**config.mk**
```make
export PLATFORM = sky130hd
export DESIGN_NAME = dma_snoop_ctrl
export DESIGN_NICKNAME = d
export VERILOG_FILES = /design/src/rtl/dma_snoop_pkg.sv /design/src/rtl/dma_handover_fsm.sv /design/src/rtl/snoop_tag_store.sv /design/src/rtl/dma_snoop_ctrl.sv
export SDC_FILE = /design/constraint.sdc
export NUM_CORES = 1
export LEC_CHECK = 0
export ABC_CLOCK_PERIOD_IN_PS = 2150
export BUFFER_PORTS_ARGS = -buffer_cell sky130_fd_sc_hd__buf_2
export CAP_MARGIN = 15
export CORE_UTILIZATION = 49
export DETAILED_ROUTE_END_ITERATION = 10
export GPL_TIMING_DRIVEN = 1
export HOLD_SLACK_MARGIN = 0.03
export PLACE_DENSITY = 0.73
export SYNTH_ARGS = -nofsm -noshare
export SYNTH_HDL_FRONTEND = slang
export SYNTH_SLANG_ARGS = --single-unit
```
**constraint.sdc**
```tcl
create_clock -name clk -period 2.15 [get_ports clk]
set_clock_uncertainty 0.05 [all_clocks]
set_input_delay 0.1075 -clock clk [delete_from_list [all_inputs] [get_ports clk]]
set_output_delay 0.1075 -clock clk [all_outputs]
set_load 0.01 [all_outputs]
```
**src/rtl/dma_snoop_pkg.sv**
```systemverilog
package dma_snoop_pkg;
    localparam int ADDR_W  = 16;
    localparam int DATA_W  = 8;
    localparam int IDX_W   = 3;
    localparam int OFF_W   = 1;
    localparam int TAG_W   = ADDR_W - IDX_W - OFF_W;
    localparam int N_ENTRY = 1 << IDX_W;

    typedef enum logic [2:0] {
        HS_IDLE,
        HS_WAIT_END,
        HS_GRANTED,
        HS_DMA,
        HS_REL_ACK
    } hand_state_e;

    typedef struct packed {
        logic [TAG_W-1:0] tag;
        logic [IDX_W-1:0] idx;
        logic [OFF_W-1:0] off;
    } addr_fields_t;

    typedef struct packed {
        logic              en;
        logic [IDX_W-1:0]  idx;
        logic [OFF_W-1:0]  off;
        logic [DATA_W-1:0] data;
    } line_write_t;

    function automatic addr_fields_t split_addr(input logic [ADDR_W-1:0] a);
        return addr_fields_t'(a);
    endfunction
endpackage

```
**src/rtl/dma_handover_fsm.sv**
```systemverilog
module dma_handover_fsm
    import dma_snoop_pkg::*;
#(
    parameter int ACK_TIMEOUT = 16
) (
    input  logic clk,
    input  logic rst,
    input  logic bus_req,
    input  logic cpu_cycle_busy,
    input  logic grant_ack,
    input  logic bus_release,
    output logic bus_grant,
    output logic release_ack,
    output logic cpu_stall,
    output logic dma_owns,
    output logic is_idle
);
    localparam int CNT_W = $clog2(ACK_TIMEOUT + 1);
    localparam logic [CNT_W-1:0] CNT_LAST = CNT_W'(ACK_TIMEOUT - 1);

    hand_state_e state_q, state_d;
    logic [CNT_W-1:0] wait_cnt_q;

    always_comb begin
        state_d = state_q;
        unique case (state_q)
            HS_IDLE:     if (bus_req) state_d = HS_WAIT_END;
            HS_WAIT_END: if (!cpu_cycle_busy) state_d = HS_GRANTED;
            HS_GRANTED: begin
                if (grant_ack) state_d = HS_DMA;
                else if (wait_cnt_q == CNT_LAST) state_d = HS_IDLE;
            end
            HS_DMA:      if (bus_release) state_d = HS_REL_ACK;
            HS_REL_ACK:  state_d = HS_IDLE;
            default:     state_d = HS_IDLE;
        endcase
    end

    always_ff @(posedge clk) begin
        if (rst) begin
            state_q    <= HS_IDLE;
            wait_cnt_q <= '0;
        end else begin
            state_q <= state_d;
            if (state_q == HS_GRANTED && state_d == HS_GRANTED)
                wait_cnt_q <= wait_cnt_q + CNT_W'(1);
            else
                wait_cnt_q <= '0;
        end
    end

    assign bus_grant   = (state_q == HS_GRANTED) || (state_q == HS_DMA);
    assign release_ack = (state_q == HS_REL_ACK);
    assign cpu_stall   = (state_q != HS_IDLE);
    assign dma_owns    = (state_q == HS_DMA);
    assign is_idle     = (state_q == HS_IDLE);

    // Independent run-length monitor of an unacknowledged grant
    logic [CNT_W:0] unacked_run_q;
    always_ff @(posedge clk) begin
        if (rst) unacked_run_q <= '0;
        else if (bus_grant && !dma_owns) unacked_run_q <= unacked_run_q + (CNT_W+1)'(1);
        else unacked_run_q <= '0;
    end

    p_stall_on_req_r2: assert property (@(posedge clk) disable iff (rst)
        (is_idle && bus_req) |=> cpu_stall);
    p_grant_after_cycle_end_r3: assert property (@(posedge clk) disable iff (rst)
        $rose(bus_grant) |-> $past(!cpu_cycle_busy));
    p_timeout_bound_r4: assert property (@(posedge clk) disable iff (rst)
        unacked_run_q <= (CNT_W+1)'(ACK_TIMEOUT));
    p_single_release_ack_r9: assert property (@(posedge clk) disable iff (rst)
        release_ack |=> !release_ack);
    p_no_grant_in_ack_r9: assert property (@(posedge clk) disable iff (rst)
        release_ack |-> !bus_grant);
    p_stall_drops_r10: assert property (@(posedge clk) disable iff (rst)
        release_ack |=> !cpu_stall);
endmodule

```
**src/rtl/snoop_tag_store.sv**
```systemverilog
module snoop_tag_store
    import dma_snoop_pkg::*;
(
    input  logic              clk,
    input  logic              rst,
    input  logic              fill_en,
    input  logic [ADDR_W-1:0] fill_addr,
    input  logic              snp_en,
    input  logic              snp_wr,
    input  logic [ADDR_W-1:0] snp_addr,
    input  logic [DATA_W-1:0] snp_data,
    input  logic              upd_mode,
    input  logic [ADDR_W-1:0] probe_addr,
    output logic              probe_hit,
    output line_write_t       line_wr
);
    addr_fields_t fill_f, snp_f, probe_f;
    assign fill_f  = split_addr(fill_addr);
    assign snp_f   = split_addr(snp_addr);
    assign probe_f = split_addr(probe_addr);

    logic [N_ENTRY-1:0] valid_vec;
    logic [TAG_W-1:0]   tag_vec [N_ENTRY];

    logic snp_hit, inval_hit, upd_hit;
    assign snp_hit   = valid_vec[snp_f.idx] && (tag_vec[snp_f.idx] == snp_f.tag);
    assign inval_hit = snp_en && snp_wr && snp_hit && !upd_mode;
    assign upd_hit   = snp_en && snp_wr && snp_hit && upd_mode;

    for (genvar g = 0; g < N_ENTRY; g++) begin : g_entry
        logic             v_q;
        logic [TAG_W-1:0] t_q;
        always_ff @(posedge clk) begin
            if (rst) begin
                v_q <= 1'b0;
                t_q <= '0;
            end else if (fill_en && fill_f.idx == IDX_W'(g)) begin
                v_q <= 1'b1;
                t_q <= fill_f.tag;
            end else if (inval_hit && snp_f.idx == IDX_W'(g)) begin
                v_q <= 1'b0;
            end
        end
        assign valid_vec[g] = v_q;
        assign tag_vec[g]   = t_q;
    end

    assign probe_hit = valid_vec[probe_f.idx] && (tag_vec[probe_f.idx] == probe_f.tag);

    always_ff @(posedge clk) begin
        if (rst) begin
            line_wr <= '0;
        end else begin
            line_wr.en   <= upd_hit;
            line_wr.idx  <= snp_f.idx;
            line_wr.off  <= snp_f.off;
            line_wr.data <= snp_data;
        end
    end

    p_read_keeps_state_r8: assert property (@(posedge clk) disable iff (rst)
        (snp_en && !snp_wr && !fill_en) |=> $stable(valid_vec));
    p_inval_clears_r6: assert property (@(posedge clk) disable iff (rst)
        (inval_hit && !fill_en) |=> !valid_vec[$past(snp_addr[IDX_W+OFF_W-1:OFF_W])]);
    p_update_keeps_r7: assert property (@(posedge clk) disable iff (rst)
        (upd_hit && !fill_en) |=> (valid_vec[$past(snp_addr[IDX_W+OFF_W-1:OFF_W])] && line_wr.en));
    p_line_wr_source_r7: assert property (@(posedge clk) disable iff (rst)
        line_wr.en |-> $past(snp_en && snp_wr && upd_mode));
endmodule

```
**src/rtl/dma_snoop_ctrl.sv**
```systemverilog
module dma_snoop_ctrl
    import dma_snoop_pkg::*;
#(
    parameter int ACK_TIMEOUT = 16
) (
    input  logic              clk,
    input  logic              rst,
    input  logic              bus_req,
    input  logic              cpu_cycle_busy,
    output logic              bus_grant,
    input  logic              grant_ack,
    input  logic              bus_release,
    output logic              release_ack,
    output logic              cpu_stall,
    input  logic              snoop_valid,
    input  logic              snoop_wr,
    input  logic [ADDR_W-1:0] snoop_addr,
    input  logic [DATA_W-1:0] snoop_data,
    input  logic              upd_mode,
    input  logic              fill_en,
    input  logic [ADDR_W-1:0] fill_addr,
    input  logic [ADDR_W-1:0] probe_addr,
    output logic              probe_hit,
    output logic              cw_en,
    output logic [IDX_W-1:0]  cw_index,
    output logic [OFF_W-1:0]  cw_offset,
    output logic [DATA_W-1:0] cw_data
);
    logic dma_owns, is_idle;
    line_write_t line_wr;

    dma_handover_fsm #(.ACK_TIMEOUT(ACK_TIMEOUT)) u_fsm (
        .clk            (clk),
        .rst            (rst),
        .bus_req        (bus_req),
        .cpu_cycle_busy (cpu_cycle_busy),
        .grant_ack      (grant_ack),
        .bus_release    (bus_release),
        .bus_grant      (bus_grant),
        .release_ack    (release_ack),
        .cpu_stall      (cpu_stall),
        .dma_owns       (dma_owns),
        .is_idle        (is_idle)
    );

    snoop_tag_store u_tags (
        .clk        (clk),
        .rst        (rst),
        .fill_en    (fill_en && is_idle),
        .fill_addr  (fill_addr),
        .snp_en     (snoop_valid && dma_owns),
        .snp_wr     (snoop_wr),
        .snp_addr   (snoop_addr),
        .snp_data   (snoop_data),
        .upd_mode   (upd_mode),
        .probe_addr (probe_addr),
        .probe_hit  (probe_hit),
        .line_wr    (line_wr)
    );

    assign cw_en     = line_wr.en;
    assign cw_index  = line_wr.idx;
    assign cw_offset = line_wr.off;
    assign cw_data   = line_wr.data;

    p_snoop_only_dma_r5: assert property (@(posedge clk) disable iff (rst)
        !dma_owns |=> !cw_en);
    p_cw_one_cycle_r7: assert property (@(posedge clk) disable iff (rst)
        (cw_en && !(snoop_valid && dma_owns)) |=> !cw_en);
endmodule

```
==> metrics, run 1 <==
result of the run=complete, but fails checks; violated checks=negative setup slack; number of top-level pins=83; Antenna Diode Count=0; placeable core region=12,670 um^2; Setup Slack @ Placement=-359.4 ps; remaining routing DRC violations=0; ratio of cells with drive above 1 in the final layout=32.01%; Clk Latency, worst-skew pair=420 ps; total setup violations reported at the end of the flow=10; post-synthesis async set-or-reset flop share=0%; mean instance size in the synthesized netlist=9.319 um^2; drt wl/cell=19.62 um; area of combinational cells with multiple inputs=3705 um^2; Max-cap violations=0; synthesized netlist net count=755; startpoint types=flip-flop; cells along the critical path=mux4_2, mux2i_1, xnor2_1, nor4_2, buf_4, nand4_1, nor3_2, buf_2; flop and latch count out of synthesis=125; number of rows in the core area=41; pin count of the biggest net entering global routing=68; minimum period implied by the final worst setup slack=2864 ps; remaining antenna violation count after routing=0; vias in the first global route=5,870; relative slew slack=58.94%; die area=13,530 um^2; overall overflow remaining after global route=0; antenna violations before repair=0; global routing's busiest layer=met2; first-iteration detailed-routing DRC count=503; smallest setup slack after layout=-714.1 ps; post-DR vias/cell=5.942; Nets=889; fillcell total=1,023; final max-slew violation count=0; register area share after synthesis=39.09%; worst setup path category=flip-flop to output pin; overall die height=116.3 um; number of CTS-inserted buffers=17; buffer depth of the longest clock path=2; Hold/Removal Path Class=input port to flip-flop; Synth-to-Final Area Change=30.23%; effective utilization at floorplan=50.53%; post-placement cell count=949; total clock sinks=125; achievable frequency=349.2 MHz; Final HPWL DP=13.36 mm; buffers added on ports=80; GRT met2 Usage=49.07%; data arrival time of the worst path=2710 ps; unrepaired setup endpoints after global routing=yes; H-tree depth reported by CTS=4; Largest stage delay, worst path=470 ps; area used by sequential logic in the layout=2511 um^2; overall via count from detail_route=5,978; biggest fanout along the worst timing path=3; slew at the pin closest to its max-slew limit=615.9 ps; Critical Path RT=1990 ps; Power Density=725.8 nW/um^2; met3 usage in global routing=9.081%; clock tree from TritonCTS=built; Final Hold Violating Endpoints=0; clock transition at the registers of the reported paths=60 ps; Routed Wire Length=19.74 mm; wire length of the first global-routing pass=30.44 mm; peak supply drop=0.5297 mV; most common flop cell mapped by yosys=sky130_fd_sc_hd__dfxtp_1; Synth warnings=0; slowest cell on the critical path=sky130_fd_sc_hd__mux4_2; Critical Path Sink Type=output pin; Die X-Extent=116.3 um; Largest delay share family, worst path=simple AND/OR/NAND/NOR gates; worst path bufs/invs=2; final cycle utilization of the critical path=133.2%; number of unique standard cell types used by synthesis=52; number of enable-type register cells in the synthesized netlist=0; GRT met1 Usage=37.23%; gp weighted congestion=0.9348; CTS Root Cell=sky130_fd_sc_hd__clkbuf_16; Pre-Repair DR Iteration Count=5; number of instances in the synthesized netlist=687; global router's overall resource usage=30.69%; Lkg Pwr=3.189 nW; Finished Layout Cells=1,006; Post-Syn Area=6402 um^2
==> cell usage after synthesis, types with 3 or more instances <==
cell	count	area share [%]
sky130_fd_sc_hd__nor3_1	5	0.39
sky130_fd_sc_hd__xor2_1	13	1.8
sky130_fd_sc_hd__a211oi_1	4	0.47
sky130_fd_sc_hd__o22ai_1	11	1.1
sky130_fd_sc_hd__or2_2	3	0.29
sky130_fd_sc_hd__dfxtp_1	125	39
sky130_fd_sc_hd__nor4_1	4	0.39
sky130_fd_sc_hd__or3_1	5	0.49
sky130_fd_sc_hd__mux4_2	36	13
sky130_fd_sc_hd__o21ai_0	4	0.31
sky130_fd_sc_hd__nor2_1	67	3.9
sky130_fd_sc_hd__a311oi_1	8	1.1
sky130_fd_sc_hd__nand3_1	7	0.55
sky130_fd_sc_hd__mux2i_1	54	8.4
sky130_fd_sc_hd__mux2_2	24	4.2
sky130_fd_sc_hd__clkbuf_1	43	2.5
sky130_fd_sc_hd__buf_2	10	0.78
sky130_fd_sc_hd__buf_1	3	0.18
sky130_fd_sc_hd__nand2_1	126	7.4
sky130_fd_sc_hd__nand2b_1	6	0.59
sky130_fd_sc_hd__xnor2_1	7	0.96
sky130_fd_sc_hd__inv_1	4	0.23
sky130_fd_sc_hd__nor2b_1	14	1.4
sky130_fd_sc_hd__a21oi_1	62	4.8
sky130_fd_sc_hd__nand4_1	5	0.49
==> state kept, by name, indices dropped and copies added, names as in the netlist <==
| register | flops |
|---|---|
| u_tags.g_entry.t_q | 96 |
| u_tags.line_wr | 13 |
| u_tags.g_entry.v_q | 8 |
| u_fsm.wait_cnt_q | 5 |
| u_fsm.state_q | 3 |
==> metrics by stage <==
stage	instance area (um^2)	total power (W)	hold slack (ps)	setup TNS (ps)	util, %
final	8338	0.006052	60.63	-1243	65.80
after global routing	8338	0.006242	82.89	-2354	65.80
after CTS	8290	0.006052	37.75	-889.8	65.43
after detailed placement	7398	0.003149	275.7	-3059	58.39
after global placement	7398	0.003126	265.9	-2492	58.39
after floorplan	6404	0.002865	165.8	0	-
==> what timing repair did <==
action                                  CTS  global route
hold buffers                             24             0
hold endpoints to repair                108             0
buffers inserted                          1             0
pin swaps                                 7             5
cloned                                    0             0
endpoints found under the setup margin    9            15
gates resized for setup                  10            12
==> kinds of logic after synthesis <==
kind of cell    Yosys count  share of synthesized area (%)
simple gates            257                          17.96
flops                   125                          39.09
mux                     116                          25.68
compound gates          103                          9.733
buf+inv                  64                          4.416
xor+xnor                 20                          2.736
fa+ha+maj                 2                         0.3908
==> power by group <==
group	internal, W	switching (W)
logic	0.000351	0.000400
registers	0.00238	0.0000451
clock network	0.00188	0.000995
==> final timing paths <==
path                                 start                        to  slack (ps)  cells after the start
hold reg to reg        u_fsm.wait_cnt_q[0]       u_fsm.wait_cnt_q[0]         400                      1
setup reg to reg  u_tags.g_entry[7].t_q[1]     u_tags.g_entry[3].v_q         -80                      7
hold / removal                fill_addr[1]  u_tags.g_entry[0].t_q[0]          60                      4
setup / recovery  u_tags.g_entry[2].t_q[3]                 probe_hit        -710                      8
==> routing by layer <==
metal  vias to the layer above  wire length (um)
li1                       2690                 -
met1                      2857              7784
met2                       358              9313
met3                        73              1903
met4                         0               734
met5                         -                 0
==> layout by cell type, fill, tap and decap left out, types with 3 or more instances in the layout <==
cell type                         n
sky130_fd_sc_hd__nand2_1        126
sky130_fd_sc_hd__dfxtp_1        118
sky130_fd_sc_hd__buf_2           79
sky130_fd_sc_hd__nor2_1          66
sky130_fd_sc_hd__a21oi_1         62
sky130_fd_sc_hd__buf_4           62
sky130_fd_sc_hd__mux2i_1         54
sky130_fd_sc_hd__mux4_2          36
sky130_fd_sc_hd__mux2_2          24
sky130_fd_sc_hd__dlygate4sd3_1   24
sky130_fd_sc_hd__clkbuf_16       17
sky130_fd_sc_hd__nor2b_1         14
sky130_fd_sc_hd__xor2_1          13
sky130_fd_sc_hd__o22ai_1         11
sky130_fd_sc_hd__buf_12           9
sky130_fd_sc_hd__xnor2_1          7
sky130_fd_sc_hd__nand3_1          7
sky130_fd_sc_hd__dfxtp_2          7
sky130_fd_sc_hd__nand2b_1         6
sky130_fd_sc_hd__clkbuf_8         6
sky130_fd_sc_hd__nand4_1          5
sky130_fd_sc_hd__or3_1            5
sky130_fd_sc_hd__inv_1            4
sky130_fd_sc_hd__o21ai_0          4
sky130_fd_sc_hd__a311oi_1         4
sky130_fd_sc_hd__a311oi_2         4
sky130_fd_sc_hd__clkinv_2         4
sky130_fd_sc_hd__nor3_1           3
sky130_fd_sc_hd__or2_2            3
sky130_fd_sc_hd__a211oi_1         3
sky130_fd_sc_hd__nor4_1           3
sky130_fd_sc_hd__clkbuf_1         3
==> worst reg2reg max path, cell delays in order (launching register included) <==
cell	delay, ps
sky130_fd_sc_hd__dfxtp_2	330
sky130_fd_sc_hd__mux4_2	470
sky130_fd_sc_hd__mux2i_1	180
sky130_fd_sc_hd__xor2_1	290
sky130_fd_sc_hd__nand3_1	180
sky130_fd_sc_hd__nor4_4	300
sky130_fd_sc_hd__buf_6	180
sky130_fd_sc_hd__a311oi_2	110
==> layout make-up <==
| type | count | share of cell area [%] |
|---|---|---|
| multi-input combinational | 498 | 44.43 |
| tap | 172 | 2.581 |
| clock inverter | 6 | 0.9604 |
| inverter | 4 | 0.1801 |
| timing repair buffer | 175 | 15.50 |
| sequential | 125 | 30.12 |
| clock buffer | 26 | 6.227 |
Note: power is estimated with default switching activity, not from simulation.
==> inputs of run 2 (changes only) <==
--- a/config.mk
+++ b/config.mk
@@ -5,14 +5,15 @@
 export SDC_FILE = /design/constraint.sdc
 export NUM_CORES = 1
 export LEC_CHECK = 0
+export ABC_AREA = 1
 export ABC_CLOCK_PERIOD_IN_PS = 2150
 export BUFFER_PORTS_ARGS = -buffer_cell sky130_fd_sc_hd__buf_2
 export CAP_MARGIN = 15
-export CORE_UTILIZATION = 49
+export CORE_UTILIZATION = 35
 export DETAILED_ROUTE_END_ITERATION = 10
 export GPL_TIMING_DRIVEN = 1
 export HOLD_SLACK_MARGIN = 0.03
-export PLACE_DENSITY = 0.73
+export PLACE_DENSITY = 0.56
 export SYNTH_ARGS = -nofsm -noshare
 export SYNTH_HDL_FRONTEND = slang
 export SYNTH_SLANG_ARGS = --single-unit
==> run 2 against run 1 <==
Against the previous run: the run still ends with negative setup slack left; highest routed layer unchanged; sequential power hardly changed; synthesized area is 3.9% higher; critical path type unchanged; global-route usage is 5.9 points lower; first-iteration DRC count is 25% higher; clock-buffer cell count is 7 lower; cell area is 3.8% higher; combinational power is 24% higher; clock power is 9.7% higher; total power is 8.1% higher; maximum frequency is 29% higher; critical endpoint unchanged; critical path depth is 4 higher; via count is 22% higher.
==> metrics, run 2 <==
worst setup path end=probe_hit; part of the total power dissipated in sequential elements=37.4% (-2.6 points); top cells by count, synth=216 x sky130_fd_sc_hd__nor2_1, 170 x sky130_fd_sc_hd__o21ai_0, 159 x sky130_fd_sc_hd__nand2_1; number of CTS-inserted buffers=17 (unchanged); Critical Path RT=1990 ps (about the same); final max-slew violation count=0 (unchanged); worst setup path startpoint=u_tags.g_entry[6].v_q; total setup violations reported at the end of the flow=1 (-9); Nets=1,231 (+38%); most used cells in the layout excluding fill and tap cells=215 x sky130_fd_sc_hd__nor2_1, 163 x sky130_fd_sc_hd__o21ai_0, 157 x sky130_fd_sc_hd__nand2_1, 119 x sky130_fd_sc_hd__dfxtp_1, 92 x sky130_fd_sc_hd__a21oi_1; mean instance size in the synthesized netlist=6.346 um^2 (-32%); fillcell total=1,975 (+93%); area used by sequential logic in the layout=2510 um^2 (about the same); data arrival time of the worst path=2070 ps (-640 ps); Die X-Extent=139.8 um (+20%); number of unique standard cell types used by synthesis=35 (-33%); die area=19,560 um^2 (+45%); post-placement cell count=1,347 (+42%); first-iteration detailed-routing DRC count=629 (+25%); number of enable-type register cells in the synthesized netlist=0 (unchanged); final cycle utilization of the critical path=103.6% (-30 points); CTS Root Cell=sky130_fd_sc_hd__clkbuf_16; cell types with the largest area share after synthesis=sky130_fd_sc_hd__dfxtp_1 38%, sky130_fd_sc_hd__o21ai_0 13%, sky130_fd_sc_hd__nor2_1 12%; relative slew slack=66.64% (+7.7 points); flop-to-flop setup slack=190 ps (+270 ps); part of the power in combinational logic=14.2% (+1.8 points); Final HPWL DP=16.15 mm (+21%); Finished Layout Cells=1,410 (+40%); post-synthesis async set-or-reset flop share=0% (unchanged); Post-Syn Area=6650 um^2 (+3.9%); startpoint types=flip-flop; net switching share of the total power=27.13% (+3.3 points); buffer depth of the longest clock path=2 (unchanged); Clk Latency, worst-skew pair=430 ps (about the same); ratio of cells with drive above 1 in the final layout=17.69% (-14 points); most common library cell in the layout ignoring fill and taps=sky130_fd_sc_hd__nor2_1; pin count of the biggest net entering global routing=80 (+18%); largest registers=u_tags.g_entry.t_q x96, u_tags.line_wr x13, u_tags.g_entry.v_q x8; overall die height=139.8 um (+20%); smallest setup slack after layout=-77.51 ps (+636.6 ps); Synth warnings=0 (unchanged); violated checks=negative setup slack; effective utilization at floorplan=35.67% (-15 points); depth of the most critical reg-to-reg path=9 (+2); clock network power share=48.3% (+0.8 points); post-DR vias/cell=5.158 (-13%); Max-cap violations=0 (unchanged); total clock sinks=125 (unchanged); number of rows in the core area=50 (+22%); buffers added on ports=80 (unchanged); minimum period implied by the final worst setup slack=2228 ps (-636.6 ps); register area share after synthesis=37.63% (-1.5 points); overall via count from detail_route=7,273 (+22%); result of the run=complete, but fails checks; startpoint of the worst-slack reg-to-reg timing path=u_fsm.state_q[2]; number of top-level pins=83 (unchanged); antenna violations before repair=0 (unchanged); share of the synthesized area in the top cell type=37.63% (-1.5 points); max reg flops=96 (unchanged); Hold/Removal Path Class=input port to flip-flop; biggest fanout along the worst timing path=2 (-1); area of combinational cells with multiple inputs=3581 um^2 (-3.3%); Power Density=756.1 nW/um^2 (+4.2%); Crit Reg-Reg Endpoint=u_tags.g_entry[7].t_q[4]; most common flop cell mapped by yosys=sky130_fd_sc_hd__dfxtp_1; unrepaired setup endpoints after global routing=yes; H-tree depth reported by CTS=4 (unchanged); Pre-Repair DR Iteration Count=7 (+2); worst setup path category=flip-flop to output pin; vias in the first global route=6,633 (+13%); top register by number of flip-flops=u_tags.g_entry.t_q; Routed Wire Length=23.92 mm (+21%); Synth-to-Final Area Change=30.14% (about the same); switching power summed over all nets=0.001775 W (+23%); drt wl/cell=16.96 um (-14%); placeable core region=18,640 um^2 (+47%); remaining antenna violation count after routing=0 (unchanged); Critical Path Sink Type=output pin; Antenna Diode Count=0 (unchanged); Final Hold Violating Endpoints=0 (unchanged); clock tree from TritonCTS=built; flop and latch count out of synthesis=125 (unchanged); Lkg Pwr=3.736 nW (+17%); Cell Int Power=0.004768 W (+3.4%); Setup Total Neg Slack=-77.51 ps (+1166 ps); post-synth top area cell=sky130_fd_sc_hd__dfxtp_1; slew at the pin closest to its max-slew limit=499.7 ps (-116.2 ps); remaining routing DRC violations=0 (unchanged); achievable frequency=448.9 MHz (+29%); wire length of the first global-routing pass=36.98 mm (+21%); gp weighted congestion=0.8982 (-3.9%); clock transition at the registers of the reported paths=60 ps (about the same); global router's overall resource usage=24.79% (-5.9 points); dominant cell by count in the synthesized netlist=sky130_fd_sc_hd__nor2_1; overall overflow remaining after global route=0 (unchanged); synthesized netlist net count=1,116 (+48%); number of instances in the synthesized netlist=1,048 (+53%); peak supply drop=0.6524 mV (+23%)
-- run 2: changes by cell type after synthesis, sizes merged, moves of 14 or more --
cell,before,now
a21oi,62,96
inv,4,98
mux2,26,0
mux2i,54,0
mux4,36,0
nand2,126,161
nand3,7,53
nor2,67,218
nor2b,14,0
o21ai,5,187
-- run 2: power groups by stage --
stage	combinational, W	clock (W)	sequential, W
2_1_floorplan	0.000487	0	0.00249
3_3_place_gp	0.000832	0	0.00249
3_5_place_dp	0.000836	0	0.00249
4_1_cts	0.000881	0.00319	0.00244
5_1_grt	0.00102	0.00330	0.00246
6_report	0.000932	0.00316	0.00245
-- run 2: worst min path at each step --
| stage | startpoint | cells past startpoint | endpoint |
|---|---|---|---|
| after CTS | snoop_addr[9] | 6 | u_tags.line_wr[12] |
| after detailed placement | snoop_data[7] | 3 | u_tags.line_wr[7] |
| final | snoop_addr[11] | 6 | u_tags.line_wr[12] |
| after floorplan | rst | 1 | u_tags.g_entry[3].v_q |
| after global routing | snoop_addr[11] | 6 | u_tags.line_wr[12] |
| after global placement | snoop_data[4] | 3 | u_tags.line_wr[4] |
-- run 2: timing repair --
item	4_1_cts	5_1_grt
endpoints found under the setup margin	1	15
resized for setup	11	37
endpoints found under the hold margin	83	0
cloned	0	3
setup buffers	0	2
pin swaps	1	15
hold buffers	26	0
-- run 2: cells by family after synthesis --
logic type	Yosys count	share of synthesized area, %
buf+inv	161	9.990
fa+ha+maj	2	0.3762
flops	125	37.63
compound gates	299	23.14
xor+xnor	8	1.054
simple gates	453	27.81
-- run 2: routing by layer --
metal | wire length [um] | track usage [%] | vias up | part of all wire (%)
met5 | 0 | 0 | - | 0
met4 | 538 | 8.329 | 0 | 2.2
met3 | 1391 | 4.783 | 43 | 5.8
met2 | 10820 | 39.26 | 242 | 45
met1 | 11160 | 33.64 | 3330 | 47
li1 | - | - | 3658 | -
-- run 2: final cells by class --
| class | instances | share of cell area [%] |
|---|---|---|
| Clock buffer | 19 | 5.233 |
| Clock inverter | 13 | 2.169 |
| Inverter | 99 | 4.366 |
| Multi-Input combinational cell | 762 | 41.38 |
| Sequential cell | 125 | 29.00 |
| Tap cell | 234 | 3.383 |
| Timing Repair Buffer | 158 | 14.47 |
-- run 2: per-stage QoR --
| stage | total power, W | hold WS, ps | util (%) | area, um^2 | worst slack (ps) |
|---|---|---|---|---|---|
| 3_5_place_dp | 0.003330 | 262.1 | 40.32 | 7516 | 95.96 |
| 6_report | 0.006544 | 38.17 | 46.42 | 8655 | -77.51 |
| 3_3_place_gp | 0.003326 | 256.7 | 40.32 | 7516 | 94.60 |
| 5_1_grt | 0.006777 | 82.69 | 46.42 | 8655 | -208.6 |
| 4_1_cts | 0.006513 | 34.15 | 45.23 | 8432 | -25.18 |
| 2_1_floorplan | 0.002978 | 126.6 | - | 6650 | 494.1 |
-- run 2: worst max-delay path, stage by stage, from the launching register on --
cell	delay, ps
sky130_fd_sc_hd__dfxtp_2	340
sky130_fd_sc_hd__inv_2	40
sky130_fd_sc_hd__a21oi_2	110
sky130_fd_sc_hd__o21ai_1	70
sky130_fd_sc_hd__o211ai_1	80
sky130_fd_sc_hd__nand2_1	110
sky130_fd_sc_hd__a21oi_2	110
sky130_fd_sc_hd__o211ai_1	100
sky130_fd_sc_hd__nor3_2	220
sky130_fd_sc_hd__buf_4	170
sky130_fd_sc_hd__nand2_2	50
sky130_fd_sc_hd__nor2_2	110
sky130_fd_sc_hd__buf_2	130
==> inputs of run 3 (changes only) <==
==> constraint.sdc (replaced) <==
create_clock -name clk -period 2.15 [get_ports clk]
set_clock_uncertainty 0.05 [all_clocks]
set_input_delay 0.3225 -clock clk [delete_from_list [all_inputs] [get_ports clk]]
set_output_delay 0.3225 -clock clk [all_outputs]
set_load 0.01 [all_outputs]
==> run 3 against run 2 <==
Against the previous run: the flow still finishes with violations (negative setup slack); die area unchanged; flip-flop and latch count is the same; sequential power about the same; utilization shrank 0.72 points; combinational power down 0.6%; global-route usage rose by 0.23 points; non-clock buffer count rose by 3; first-iteration DRC count rose by 26%; final cell count grew 0.21%; maximum frequency is 7.0% lower; sequential share of layout area increased by 0.41 points; critical path type is now input port to output pin; highest routed layer unchanged.
==> metrics, run 3 (synthesis gave the netlist of run 2 again) <==
result of the run=complete, but fails checks; violated checks=negative setup slack; net switching share of the total power=27.80% (+0.67 points); Hold Startpoint=snoop_data[4]; cells along the critical path=buf_2, inv_2, buf_12, buf_4, a21oi_1, o21ai_0, o21ai_0, o21ai_1, nor2_1, a211oi_2, nand3_1, nor2_4, buf_6; Finished Layout Cells=1,413 (+0.21%); effective utilization at floorplan=35.67% (unchanged); minimum period implied by the final worst setup slack=2396 ps (+168.1 ps); total setup violations reported at the end of the flow=1 (unchanged); Pre-Repair DR Iteration Count=5 (-2); number of CTS-inserted buffers=17 (unchanged); worst hold slack=40.44 ps (+2.267 ps); post-DR vias/cell=5.166 (+0.16%); switching power summed over all nets=0.001762 W (-0.77%); Hold/Removal Path Class=input port to flip-flop; most used cells in the layout excluding fill and tap cells=215 x sky130_fd_sc_hd__nor2_1, 157 x sky130_fd_sc_hd__nand2_1, 152 x sky130_fd_sc_hd__o21ai_0, 122 x sky130_fd_sc_hd__dfxtp_1, 89 x sky130_fd_sc_hd__a21oi_1; wire length of the first global-routing pass=37.23 mm (+0.69%); Lkg Pwr=3.715 nW (-0.55%); gp weighted congestion=0.9329 (+3.9%); most common library cell in the layout ignoring fill and taps=sky130_fd_sc_hd__nor2_1; Final HPWL DP=16.86 mm (+4.4%); uppermost metal layer occupied by signal nets=met4; H-tree depth reported by CTS=4 (unchanged); part of the power in combinational logic=14.6% (+0.4 points); overall power consumption=0.006338 W (-3.2%); clock tree from TritonCTS=built; remaining routing DRC violations=0 (unchanged); max reg flops=96 (unchanged); achievable frequency=417.4 MHz (-7.0%); Final Hold Violating Endpoints=0 (unchanged); Setup Total Neg Slack=-245.6 ps (-168.1 ps); Critical Path Sink Type=output pin; total clock sinks=125 (unchanged); number of cells traversed by the worst hold path=3 (-3); unrepaired setup endpoints after global routing=yes; flop-to-flop setup slack=230 ps (+40 ps); Largest stage delay, worst path=200 ps (-140 ps); relative slew slack=68.10% (+1.5 points); final max-slew violation count=0 (unchanged); ratio of cells with drive above 1 in the final layout=19.85% (+2.2 points); die area=19,560 um^2 (unchanged); biggest fanout along the worst timing path=13 (+11); post-placement cell count=1,378 (+2.3%); smallest setup slack after layout=-245.6 ps (-168.1 ps); DR WL met3=1.525 mm (+9.6%); final cycle utilization of the critical path=111.4% (+7.8 points); Cell Int Power=0.004576 W (-4.0%); Critical Path RT=1780 ps (-210 ps); Antenna Diode Count=0 (unchanged); buffers added on ports=80 (unchanged); slew at the pin closest to its max-slew limit=477.7 ps (-21.97 ps); number of rows in the core area=50 (unchanged); Die X-Extent=139.8 um (unchanged); buffer depth of the longest clock path=2 (unchanged); startpoint types=input port; number of top-level pins=83 (unchanged); drt wl/cell=16.98 um (+0.13%); antenna violations before repair=0 (unchanged); slowest cell on the critical path=sky130_fd_sc_hd__o21ai_1; startpoint of the worst-slack reg-to-reg timing path=u_tags.g_entry[2].t_q[11]; CTS Root Cell=sky130_fd_sc_hd__clkbuf_16; placeable core region=18,640 um^2 (unchanged); worst setup path category=input port to output pin; overall via count from detail_route=7,300 (+0.37%); Power Density=743.8 nW/um^2 (-1.6%); most frequent cell on the critical path=sky130_fd_sc_hd__o21ai_0; Setup Slack @ Placement=-283.7 ps (-379.7 ps); overall die height=139.8 um (unchanged); Max-cap violations=0 (unchanged); pin count of the biggest net entering global routing=97 (+21%); Synth-to-Final Area Change=28.13%; largest registers=u_tags.g_entry.t_q x96, u_tags.line_wr x13, u_tags.g_entry.v_q x8; Nets=1,234 (+0.24%); Routed Wire Length=24.00 mm (+0.34%); clock transition at the registers of the reported paths=60 ps (about the same); first-iteration detailed-routing DRC count=790 (+26%); Clk Latency, worst-skew pair=430 ps (about the same); part of the total power dissipated in sequential elements=38.7% (+1.3 points); overall overflow remaining after global route=0 (unchanged); remaining antenna violation count after routing=0 (unchanged); top register by number of flip-flops=u_tags.g_entry.t_q; worst setup path startpoint=probe_addr[1]; clock network power share=46.7% (-1.6 points); data arrival time of the worst path=2020 ps (-50 ps); WL met2=11.19 mm (+3.4%); depth of the most critical reg-to-reg path=14 (+5); peak supply drop=0.5727 mV (-12%); vias in the first global route=6,611 (-0.33%); global router's overall resource usage=25.03% (+0.23 points); routed length on met1=10.92 mm (-2.1%)
## run 3: cell types whose count changed in the layout (fill, tap and decap cells not counted), moves of 6 or more
cell | previous run | this run
sky130_fd_sc_hd__buf_4 | 37 | 67
sky130_fd_sc_hd__dlygate4sd3_1 | 25 | 1
sky130_fd_sc_hd__nand3_1 | 46 | 52
sky130_fd_sc_hd__nand3_2 | 7 | 1
sky130_fd_sc_hd__o21ai_0 | 163 | 152
sky130_fd_sc_hd__o21ai_1 | 21 | 30
## run 3: final timing paths
check / to
setup reg to reg: u_tags.g_entry[0].v_q
hold reg to reg: u_fsm.wait_cnt_q[0]
setup / recovery: probe_hit
hold / removal: u_tags.line_wr[4]
## run 3: stage by stage
| step | area, um^2 | utilization (%) |
|---|---|---|
| 3_3_place_gp | 7761 | 41.63 |
| 6_report | 8521 | 45.70 |
| 3_5_place_dp | 7761 | 41.63 |
| 4_1_cts | 8402 | 45.07 |
| 5_1_grt | 8521 | 45.70 |
| 2_1_floorplan | 6650 | - |
## run 3: worst max-delay path, delay by kind of cell
family | cells | cell delay [ps]
AO/OA/AOI/OAI | 5 | 580
buffers and inverters | 5 | 700
AND/OR/NAND/NOR | 3 | 420
## run 3: final cells by class
class	instances	area [um^2]
sequential	125	2506
tap	234	292.8
clock inverter	15	172.7
inverter	99	375.4
clock buffer	17	425.4
fill	1925	10120
timing repair buffer	161	1176
multi-input combinational	762	3572
## run 3: timing repair
action | in CTS | in global routing
buffers inserted | 0 | 1
endpoints found under the setup margin | 1 | 7
hold buffers | 1 | 0
gates resized for setup | 18 | 32
endpoints found under the hold margin | 1 | 0
pin swaps | 6 | 16
gates cloned | 0 | 1
## run 3: layer usage
metal	vias to the layer above	track usage (%)
li1	3659	-
met1	3335	34.19
met2	270	40.84
met3	36	3.716
met4	0	6.998
met5	-	0
## run 3: power by group through the flow
stage / registers (W) / clock network (W) / logic, W
floorplan: 0.00249 / 0 / 0.000487
global placement: 0.00250 / 0 / 0.000875
detailed placement: 0.00250 / 0 / 0.000880
CTS: 0.00245 / 0.00299 / 0.000891
global route: 0.00246 / 0.00309 / 0.00102
finish: 0.00245 / 0.00296 / 0.000926
